$ cat config.mk
export PLATFORM = sky130hd
export DESIGN_NAME = dma_xfer_engine
export DESIGN_NICKNAME = d
export VERILOG_FILES = /design/src/rtl/dma_xfer_pkg.sv /design/src/rtl/dma_rst_sync.sv /design/src/rtl/dma_chan_regs.sv /design/src/rtl/dma_chan_ctrl.sv /design/src/rtl/dma_addr_map.sv /design/src/rtl/dma_xfer_engine.sv
export SDC_FILE = /design/constraint.sdc
export NUM_CORES = 1
export LEC_CHECK = 0
export ABC_CLOCK_PERIOD_IN_PS = 3400
export CAP_MARGIN = 10
export CORE_MARGIN = 1.5
export CORE_UTILIZATION = 60
export CTS_CLUSTER_SIZE = 12
export DETAILED_ROUTE_END_ITERATION = 8
export DONT_BUFFER_PORTS = 1
export PLACE_DENSITY = 0.77
export SLEW_MARGIN = 20
export SYNTH_ARGS = -nofsm -noshare
export SYNTH_HDL_FRONTEND = slang
export SYNTH_SLANG_ARGS = --single-unit
$ cat constraint.sdc
create_clock -name clk -period 3.4 [get_ports clk]
set_clock_uncertainty 0.15 [all_clocks]
set_input_delay 0.51 -clock clk [delete_from_list [all_inputs] [get_ports clk]]
set_output_delay 0.51 -clock clk [all_outputs]
set_load 0.01 [all_outputs]
$ cat src/rtl/dma_xfer_pkg.sv
package dma_xfer_pkg;

  // Operation applied to the current address/count registers this cycle
  typedef enum logic [1:0] {
    CUR_HOLD   = 2'd0,
    CUR_STEP   = 2'd1,
    CUR_RELOAD = 2'd2,
    CUR_LOAD   = 2'd3
  } cur_op_e;

endpackage

$ cat src/rtl/dma_rst_sync.sv
module dma_rst_sync #(
  parameter int STAGES = 2
) (
  input  logic clk,
  input  logic rst_n,
  output logic rst_sync_n
);

  logic [STAGES-1:0] sync_q;
  logic [STAGES-1:0] sync_d;

  always_comb begin
    sync_d = {sync_q[STAGES-2:0], 1'b1};
  end

  always_ff @(posedge clk or negedge rst_n) begin
    if (!rst_n) sync_q <= '0;
    else        sync_q <= sync_d;
  end

  assign rst_sync_n = sync_q[STAGES-1];

endmodule

$ cat src/rtl/dma_chan_regs.sv
module dma_chan_regs
  import dma_xfer_pkg::*;
#(
  parameter int PAGE_W = 8,
  parameter int ADDR_W = 16
) (
  input  logic              clk,
  input  logic              rst_n,
  input  cur_op_e           op,
  input  logic [PAGE_W-1:0] cfg_page,
  input  logic [ADDR_W-1:0] cfg_addr,
  input  logic [ADDR_W-1:0] cfg_count,
  input  logic              cfg_auto_init,
  input  logic              cfg_word_mode,
  output logic [PAGE_W-1:0] page,
  output logic [ADDR_W-1:0] cur_addr,
  output logic              count_zero,
  output logic              auto_init,
  output logic              word_mode
);

  localparam logic [ADDR_W-1:0] ONE = ADDR_W'(1);

  logic [PAGE_W-1:0] page_q,      page_d;
  logic [ADDR_W-1:0] base_addr_q, base_addr_d;
  logic [ADDR_W-1:0] base_cnt_q,  base_cnt_d;
  logic [ADDR_W-1:0] cur_addr_q,  cur_addr_d;
  logic [ADDR_W-1:0] cur_cnt_q,   cur_cnt_d;
  logic              auto_q,      auto_d;
  logic              word_q,      word_d;
  logic              cfg_en;
  logic              cur_en;

  // Clock enables: programmed copies only on load, current copies on any op
  assign cfg_en = (op == CUR_LOAD);
  assign cur_en = (op != CUR_HOLD);

  always_comb begin
    page_d      = page_q;
    base_addr_d = base_addr_q;
    base_cnt_d  = base_cnt_q;
    auto_d      = auto_q;
    word_d      = word_q;
    if (cfg_en) begin
      page_d      = cfg_page;
      base_addr_d = cfg_addr;
      base_cnt_d  = cfg_count;
      auto_d      = cfg_auto_init;
      word_d      = cfg_word_mode;
    end
  end

  always_comb begin
    cur_addr_d = cur_addr_q;
    cur_cnt_d  = cur_cnt_q;
    unique case (op)
      CUR_LOAD: begin
        cur_addr_d = cfg_addr;
        cur_cnt_d  = cfg_count;
      end
      CUR_RELOAD: begin
        cur_addr_d = base_addr_q;
        cur_cnt_d  = base_cnt_q;
      end
      CUR_STEP: begin
        // address wraps inside the page; no carry into the page register
        cur_addr_d = cur_addr_q + ONE;
        cur_cnt_d  = cur_cnt_q - ONE;
      end
      default: begin
        cur_addr_d = cur_addr_q;
        cur_cnt_d  = cur_cnt_q;
      end
    endcase
  end

  always_ff @(posedge clk or negedge rst_n) begin
    if (!rst_n) begin
      page_q      <= '0;
      base_addr_q <= '0;
      base_cnt_q  <= '0;
      auto_q      <= 1'b0;
      word_q      <= 1'b0;
    end else if (cfg_en) begin
      page_q      <= page_d;
      base_addr_q <= base_addr_d;
      base_cnt_q  <= base_cnt_d;
      auto_q      <= auto_d;
      word_q      <= word_d;
    end
  end

  always_ff @(posedge clk or negedge rst_n) begin
    if (!rst_n) begin
      cur_addr_q <= '0;
      cur_cnt_q  <= '0;
    end else if (cur_en) begin
      cur_addr_q <= cur_addr_d;
      cur_cnt_q  <= cur_cnt_d;
    end
  end

  assign page       = page_q;
  assign cur_addr   = cur_addr_q;
  assign count_zero = (cur_cnt_q == '0);
  assign auto_init  = auto_q;
  assign word_mode  = word_q;

  AST_STEP_ADDR: assert property (@(posedge clk) disable iff (!rst_n)
    (op == CUR_STEP) |=> (cur_addr_q == $past(cur_addr_q) + ONE));
  AST_STEP_COUNT: assert property (@(posedge clk) disable iff (!rst_n)
    (op == CUR_STEP) |=> (cur_cnt_q == $past(cur_cnt_q) - ONE));
  AST_RELOAD_BASE: assert property (@(posedge clk) disable iff (!rst_n)
    (op == CUR_RELOAD) |=> (cur_addr_q == base_addr_q && cur_cnt_q == base_cnt_q));
  AST_HOLD_STABLE: assert property (@(posedge clk) disable iff (!rst_n)
    (op == CUR_HOLD) |=> ($stable(cur_addr_q) && $stable(cur_cnt_q)));
  AST_LOAD_TAKES: assert property (@(posedge clk) disable iff (!rst_n)
    (op == CUR_LOAD) |=> (cur_addr_q == $past(cfg_addr) && page_q == $past(cfg_page)));

endmodule

$ cat src/rtl/dma_chan_ctrl.sv
module dma_chan_ctrl
  import dma_xfer_pkg::*;
(
  input  logic    clk,
  input  logic    rst_n,
  input  logic    cfg_load,
  input  logic    chan_enable,
  input  logic    chan_disable,
  input  logic    xfer_strobe,
  input  logic    auto_init,
  input  logic    count_zero,
  output logic    armed,
  output logic    term_count,
  output cur_op_e op
);

  logic armed_q, armed_d;
  logic accept;

  // A strobe counts only on an armed channel and never alongside a load
  assign accept     = xfer_strobe & armed_q & ~cfg_load;
  assign term_count = accept & count_zero;

  always_comb begin
    if (cfg_load)                      op = CUR_LOAD;
    else if (term_count && auto_init)  op = CUR_RELOAD;
    else if (accept)                   op = CUR_STEP;
    else                               op = CUR_HOLD;
  end

  always_comb begin
    armed_d = armed_q;
    if (chan_disable)                    armed_d = 1'b0;
    else if (chan_enable)                armed_d = 1'b1;
    else if (term_count && !auto_init)   armed_d = 1'b0;
  end

  always_ff @(posedge clk or negedge rst_n) begin
    if (!rst_n) armed_q <= 1'b0;
    else        armed_q <= armed_d;
  end

  assign armed = armed_q;

  AST_TC_DISARMS: assert property (@(posedge clk) disable iff (!rst_n)
    (term_count && !auto_init && !chan_enable) |=> !armed_q);
  AST_TC_AUTO_STAYS: assert property (@(posedge clk) disable iff (!rst_n)
    (term_count && auto_init && !chan_disable) |=> armed_q);
  AST_MASKED_NO_TC: assert property (@(posedge clk) disable iff (!rst_n)
    !armed_q |-> !term_count);
  AST_DISABLE_WINS: assert property (@(posedge clk) disable iff (!rst_n)
    chan_disable |=> !armed_q);
  AST_LOAD_KEEPS_BUSY: assert property (@(posedge clk) disable iff (!rst_n)
    (cfg_load && !chan_enable && !chan_disable) |=> (armed_q == $past(armed_q)));

endmodule

$ cat src/rtl/dma_addr_map.sv
module dma_addr_map #(
  parameter int PAGE_W = 8,
  parameter int ADDR_W = 16
) (
  input  logic [PAGE_W-1:0]        page,
  input  logic [ADDR_W-1:0]        cur_addr,
  input  logic                     word_mode,
  output logic [PAGE_W+ADDR_W-1:0] phys_addr
);

  localparam int PHYS_W = PAGE_W + ADDR_W;

  logic [PHYS_W-1:0] byte_addr;
  logic [PHYS_W-1:0] word_addr;

  assign byte_addr = {page, cur_addr};

  generate
    if (PAGE_W > 1) begin : g_wide_page
      // upper page bits kept, page bit 0 replaced by the shifted address
      assign word_addr = {page[PAGE_W-1:1], cur_addr, 1'b0};
    end else begin : g_narrow_page
      assign word_addr = {cur_addr, 1'b0};
    end
  endgenerate

  assign phys_addr = word_mode ? word_addr : byte_addr;

endmodule

$ cat src/rtl/dma_xfer_engine.sv
module dma_xfer_engine
  import dma_xfer_pkg::*;
#(
  parameter int PAGE_W = 8,
  parameter int ADDR_W = 16
) (
  input  logic                     clk,
  input  logic                     rst_n,
  input  logic                     cfg_load,
  input  logic [PAGE_W-1:0]        cfg_page,
  input  logic [ADDR_W-1:0]        cfg_addr,
  input  logic [ADDR_W-1:0]        cfg_count,
  input  logic                     cfg_auto_init,
  input  logic                     cfg_word_mode,
  input  logic                     chan_enable,
  input  logic                     chan_disable,
  input  logic                     xfer_strobe,
  output logic [PAGE_W+ADDR_W-1:0] bus_addr,
  output logic                     word_xfer,
  output logic                     term_count,
  output logic                     busy
);

  localparam int PHYS_W = PAGE_W + ADDR_W;

  logic              rst_sync_n;
  cur_op_e           op;
  logic [PAGE_W-1:0] page;
  logic [ADDR_W-1:0] cur_addr;
  logic              count_zero;
  logic              auto_init;
  logic              word_mode;
  logic              armed;

  dma_rst_sync #(.STAGES(2)) u_rst (
    .clk        (clk),
    .rst_n      (rst_n),
    .rst_sync_n (rst_sync_n)
  );

  dma_chan_ctrl u_ctrl (
    .clk          (clk),
    .rst_n        (rst_sync_n),
    .cfg_load     (cfg_load),
    .chan_enable  (chan_enable),
    .chan_disable (chan_disable),
    .xfer_strobe  (xfer_strobe),
    .auto_init    (auto_init),
    .count_zero   (count_zero),
    .armed        (armed),
    .term_count   (term_count),
    .op           (op)
  );

  dma_chan_regs #(.PAGE_W(PAGE_W), .ADDR_W(ADDR_W)) u_regs (
    .clk           (clk),
    .rst_n         (rst_sync_n),
    .op            (op),
    .cfg_page      (cfg_page),
    .cfg_addr      (cfg_addr),
    .cfg_count     (cfg_count),
    .cfg_auto_init (cfg_auto_init),
    .cfg_word_mode (cfg_word_mode),
    .page          (page),
    .cur_addr      (cur_addr),
    .count_zero    (count_zero),
    .auto_init     (auto_init),
    .word_mode     (word_mode)
  );

  dma_addr_map #(.PAGE_W(PAGE_W), .ADDR_W(ADDR_W)) u_map (
    .page      (page),
    .cur_addr  (cur_addr),
    .word_mode (word_mode),
    .phys_addr (bus_addr)
  );

  assign word_xfer = word_mode;
  assign busy      = armed;

  AST_WORD_A0_ZERO: assert property (@(posedge clk) disable iff (!rst_sync_n)
    word_xfer |-> (bus_addr[0] == 1'b0));
  AST_PAGE_HELD: assert property (@(posedge clk) disable iff (!rst_sync_n)
    !cfg_load |=> $stable(bus_addr[PHYS_W-1:ADDR_W+1]));

endmodule

Word level (Yosys, flattened, before mapping)
Index checks and enable logic that the tools add are counted.
{"block": "totals", "regBits": 77, "latchBits": 0, "mem_bits_rw": 0, "romBits": 0, "out_inout_bits": 27, "elab_cells": 35, "memories": 0}
{"block": "classes", "addsub": 2, "mul": 0, "n_div": 0, "magnitude_cmp": 0, "eq_ne": 3, "shift": 0, "muxes": 9, "bitwise_logic": 4, "reduce_logical": 8}
{"operator": "$pmux 16 s3", "n": 2}
{"operator": "$mux 17", "n": 1}
{"operator": "$add 16x1->16 const B", "n": 1}
{"operator": "$logic_not 16->1", "n": 1}
{"operator": "$sub 16x1->16 const B", "n": 1}
{"operator": "$reduce_bool 3->1", "n": 2}
{"operator": "$eq 2x2->1 const B", "n": 2}
{"operator": "$mux 1", "n": 4}
{"operator": "$mux 2", "n": 2}
{"operator": "$and 1x1->1", "n": 3}
{"operator": "$eq 2x1->1 const B", "n": 1}
{"operator": "$logic_and 1x1->1", "n": 2}
{"operator": "$reduce_and 2->1", "n": 1}
{"operator": "$reduce_bool 2->1", "n": 1}
{"operator": "$logic_not 1->1", "n": 1}
{"operator": "$not 1->1", "n": 1}

Depth between registers and ports, before layout
{"block": "depth", "word_depth": 9, "ltp_mapped": 13}

Modules after synthesis
From an unflattened synthesis, not the netlist that was laid out.
{"block": "unflattened", "cells_unflattened": 462, "area_unflattened_um2": 4546.9}
{"mod": "dma_chan_regs", "instances": 1, "cells_per_inst": 423, "area_each_um2": 4092.7}
{"mod": "dma_addr_map", "instances": 1, "cells_per_inst": 26, "area_each_um2": 306.5}
{"mod": "dma_chan_ctrl", "instances": 1, "cells_per_inst": 10, "area_each_um2": 93.8}
{"mod": "dma_rst_sync", "instances": 1, "cells_per_inst": 3, "area_each_um2": 53.8}

Least setup slack after synthesis
No wires, ideal clock.
{"block": "synth_timing", "path_kind": "register to register", "startpoint": "reg u_regs.cur_cnt_q[8]", "endpoint": "reg u_regs.cur_addr_q[1], in the netlist u_regs.cur_addr[1]", "setup_time_ns": 0.095, "arrival_time_ns": 3.381, "required_time_ns": 3.155, "setup_slack_ns": -0.227, "path_stages_with_launch": 12, "n_path_buf": 4, "period_less_slack_ns": 3.627, "cell_sequence": "dfrtp_1 > or4_1 > buf_2 > or3_4 > or4_4 > a31oi_1 > ha_1 > clkbuf_1 > clkbuf_1 > clkbuf_1 > nor2_1 > o31ai_1"}
{"block": "synth_between", "elab_chain_len": 8}
{"item": "start: declaration", "line": "dma_chan_regs.sv:28", "text": "logic [ADDR_W-1:0] cur_cnt_q, cur_cnt_d;"}
{"item": "start signal: assignment", "line": "dma_chan_regs.sv:99", "text": "cur_cnt_q <= cur_cnt_d;"}
{"item": "$logic_not 16->1 (*)", "line": "dma_chan_regs.sv:105", "text": "assign count_zero = (cur_cnt_q == '0);"}
{"item": "$and 1x1->1 (*)", "line": "dma_chan_ctrl.sv:22", "text": "assign term_count = accept & count_zero;"}
{"item": "$logic_and 1x1->1 (*)", "line": "dma_chan_ctrl.sv:26", "text": "else if (term_count && auto_init) op = CUR_RELOAD;"}
{"item": "$mux 2 (*)", "line": "dma_chan_ctrl.sv:26"}
{"item": "$mux 2 (*)", "line": "dma_chan_ctrl.sv:25", "text": "if (cfg_load) op = CUR_LOAD;"}
{"item": "$eq 2x2->1 / $eq 2x1->1 (equally long branches)", "line": "dma_chan_regs.sv:56", "text": "unique case (op)"}
{"item": "$reduce_bool 3->1 (no line)"}
{"item": "$reduce_and 2->1 (no line)"}
{"item": "end signal: assignment", "line": "dma_chan_regs.sv:98", "text": "cur_addr_q <= cur_addr_d;"}
{"item": "end: declaration", "line": "dma_chan_regs.sv:27", "text": "logic [ADDR_W-1:0] cur_addr_q, cur_addr_d;"}
Every way passes the cells marked *; elsewhere a longest branch is shown, timed or not.
A chain may end at the register's enable or synchronous reset.

Worst setup path in the final report
{"block": "layout_timing", "startpoint": "reg u_regs.cur_cnt_q[8]", "endpoint": "reg u_regs.cur_addr_q[11], in the netlist u_regs.cur_addr[11]"}
The elaborated chain is that of the path after synthesis.

==> flow_metrics.tcl <==
set metrics [dict create \
    status "complete, but fails checks" \
    violations "negative setup slack" \
    drv_cap 0 \
    rows 31 \
    period_share_pct 101 \
    end_kind "flop" \
    syn_nets 525 \
    slew_headroom_pct 35.2 \
    ios 75 \
    muxShareOfSynthArea_pct 13.5 \
    synth-main-ff-cell "dfrtp_1" \
    overflow 0 \
    core_area_sq_mm 0.00725 \
    yosysMostFrequentCell "dfrtp_1" \
    ys_ff_latch 77 \
    cts_buffer_depth 2 \
    num_antenna_cells 0 \
    dp.cells 550 \
    worstPathMaxFanout 8 \
    cpMostUsedCell "or4_4" \
    final_core_util_pct 73.1 \
    synthSimpleGateAreaFrac_pct 15.7 \
    clockPowerShare_pct 25.4 \
    antenna_found_initial 0 \
    hpwl_mm 7.16 \
    grt_pass1_vias 3526 \
    grt_usage_pct 27.9 \
    drv_slew 0 \
    ir_drop_uv 270 \
    p_per_area_mw_per_mm2 507 \
    worst_slew_pin_slew_ps 972 \
    clk_latency_ps 350 \
    fin_tns_setup_ps -40.3 \
    rsz0062_at_grt "yes" \
    drtIter0Drc 421 \
    crit_arrival_ps 3510 \
    htree_levels 3 \
    synth_common_cells "dfrtp_1, mux2_2, o21ai_0" \
    drc 0 \
    postSynthCellCount 470 \
    min_period_ps 3420 \
    drive_gt1_share_pct 31.7 \
    grt_max_degree 76 \
    grt_pass1_wl_mm 17.1 \
    p_switching_mw 0.891 \
    p_comb_share_pct 27.7 \
    synth_top_area_share_pct 42.9 \
    yosys_warnings 0 \
    firstDrtPassIters 5 \
    synth_xor_area_share_pct 0.975 \
    worstSetupPathType "reg -> reg" \
    layoutNonFillerInstCount 578 \
    synth-edff-count 0 \
    wl_per_cell_microns 20.0 \
    slowest_delay_ps 540 \
    syn2layout_area_growth_pct 18.0 \
    synth-adder-area-share_pct 1.95 \
    post-place-ws_ps -34.9 \
    hp-class "in -> reg" \
    crit_required_ps 3490 \
    numCtsBuffers 9 \
    path_buf_inv 1 \
    fill_cells 511 \
    synth_compound_area_share_pct 19.1 \
    crit_family "simple AND/OR/NAND/NOR gates" \
    clock-sinks 77 \
    syn_area_sq_mm 0.00449 \
    die-width_microns 89.5 \
    seqCellArea_sq_mm 0.00193 \
    cp-start-kind "flop" \
    routed_wl_mm 11.6 \
    die_area_sq_mm 0.00801 \
    yosysTopAreaCell "dfrtp_1" \
    final_nets 530 \
    p_int_mw 1.79 \
    synth_area_leaders "dfrtp_1, mux2_2, o21ai_0" \
    die-height_microns 89.5 \
    via_per_inst 6.61 \
    port_buffers 0 \
    synthArstFlopShare_pct 100 \
    leakagePower_nw 2.09 \
    fmax_mhz 292 \
    vias 3820 \
    hold_violations 0 \
    ant_nets 0 \
    setup_viol_count_final 4 \
    cts.clk_slew.worst_paths_ps 80 \
    worstPathCellList "or4_4 -> or3_4 -> or4_4 -> a31oi_4 -> ha_4 -> buf_4 -> o21a_1 -> nor4b_1 -> a311o_1" \
    place_congestion 0.902 \
    initial_utilization_pct 61.9 \
    cts_tree "done" \
    synth_area_per_cell_sq_um 9.56 \
    switching_share_pct 33.2 \
    synth.distinct_cells 55 \
    cts_root_buffer "clkbuf_8" \
    seq_power_share_pct 46.9 \
    cpMaxStageDelayCell "or4_4" \
    setup_ws_ps -20.5 \
    ys_seq_area_share_pct 42.9 \
    synth_top_family_by_area "compound AO/OA/AOI/OAI gates" \
    multi_input_area_sq_mm 0.00260 \
]
-- worst reg2reg max path, stage by stage (launching register included) --
cell	delay [ps]
dfrtp_1	380
or4_4	530
or3_4	340
or4_4	540
a31oi_4	250
ha_4	270
buf_4	180
o21a_1	200
nor4b_1	140
a311o_1	330
-- state kept, by name, indices dropped and copies added (netlist names) --
signal	flops
u_rst.sync_q	2
u_regs.word_mode	1
u_ctrl.armed	1
u_regs.cur_addr	16
u_regs.page	8
u_regs.base_addr_q	16
u_regs.base_cnt_q	16
u_regs.cur_cnt_q	16
u_regs.auto_init	1
-- kinds of logic after synthesis --
family          after synthesis
compound gates              129
buf+inv                      62
xor+xnor                      5
fa+ha+maj                     7
flops                        77
mux                          54
other cells                   1
simple gates                135
-- final timing paths --
| check | start | to | slack [ps] | depth (start not counted) |
|---|---|---|---|---|
| max | u_regs.cur_cnt_q[8]$_DFFE_PN0P_ | u_regs.cur_addr[11]$_DFFE_PN0P_ | -20 | 9 |
| min | chan_disable | u_ctrl.armed$_DFFE_PN0P_ | 80 | 1 |
| max reg2reg | u_regs.cur_cnt_q[8]$_DFFE_PN0P_ | u_regs.cur_addr[11]$_DFFE_PN0P_ | -20 | 9 |
| min reg2reg | u_rst.sync_q[0]$_DFF_PN0_ | u_rst.sync_q[1]$_DFF_PN0_ | 210 | 0 |
| max in group asynchronous | u_rst.sync_q[1]$_DFF_PN0_ | u_regs.base_cnt_q[15]$_DFFE_PN0N_ | 2120 | 0 |
| min in group asynchronous | rst_n | u_rst.sync_q[1]$_DFF_PN0_ | 230 | 1 |
-- through the flow --
step | cell area [sq um] | power, mW | hold WS [ps]
finish | 5300 | 2.68 | 79.3
global route | 5300 | 2.82 | 78.9
CTS | 4850 | 2.55 | 73.7
detailed placement | 4650 | 1.88 | 64.5
global placement | 4650 | 1.85 | 64.4
floorplan | 4540 | 1.72 | 64.4
-- power by group through the flow --
stage	Sequential, mW	Clock (mW)	Combinational (mW)
3_5_place_dp	1.27	0	0.612
5_1_grt	1.29	0.717	0.809
4_1_cts	1.25	0.688	0.619
3_3_place_gp	1.26	0	0.597
6_report	1.26	0.681	0.744
2_1_floorplan	1.19	0	0.535
-- cells in the final DEF (no fill, tap or decap), types with 10 or more instances in the layout --
| master | netlist | layout |
|---|---|---|
| clkbuf_8 | 0 | 10 |
| o31ai_1 | 12 | 11 |
| buf_4 | 7 | 23 |
| nor3_1 | 14 | 11 |
| mux2_2 | 53 | 53 |
| nor2_1 | 29 | 28 |
| dfrtp_1 | 77 | 76 |
| inv_1 | 19 | 19 |
| nand3_1 | 13 | 12 |
| o21ai_0 | 37 | 27 |
| nand2_1 | 29 | 28 |
| a221oi_2 | 0 | 11 |
| a21oi_1 | 19 | 19 |
-- routing by layer --
metal | share of wire (%) | vias up | global-route usage, %
met2 | 48 | 173 | 41.5
met5 | 0 | - | 0
met1 | 42 | 1869 | 38.7
met4 | 2.8 | 0 | 13.0
li1 | - | 1749 | -
met3 | 7.9 | 29 | 6.56
-- repair_timing --
action	CTS	global route
cloned	0	2
resized for setup	3	72
hold buffers	1	0
endpoints found under the setup margin	6	28
buffers inserted	0	10
endpoints found under the hold margin	2	0
pin swaps	0	12
-- layout make-up --
| type | instances | share of cell area [%] |
|---|---|---|
| sequential | 77 | 36.4 |
| inverter | 20 | 1.49 |
| clock buffer | 13 | 2.81 |
| timing repair buffer | 36 | 7.18 |
| clock inverter | 2 | 0.661 |
| multi-input combinational | 331 | 49.1 |
| tap | 99 | 2.34 |
Power figures use the tool's default switching activity.
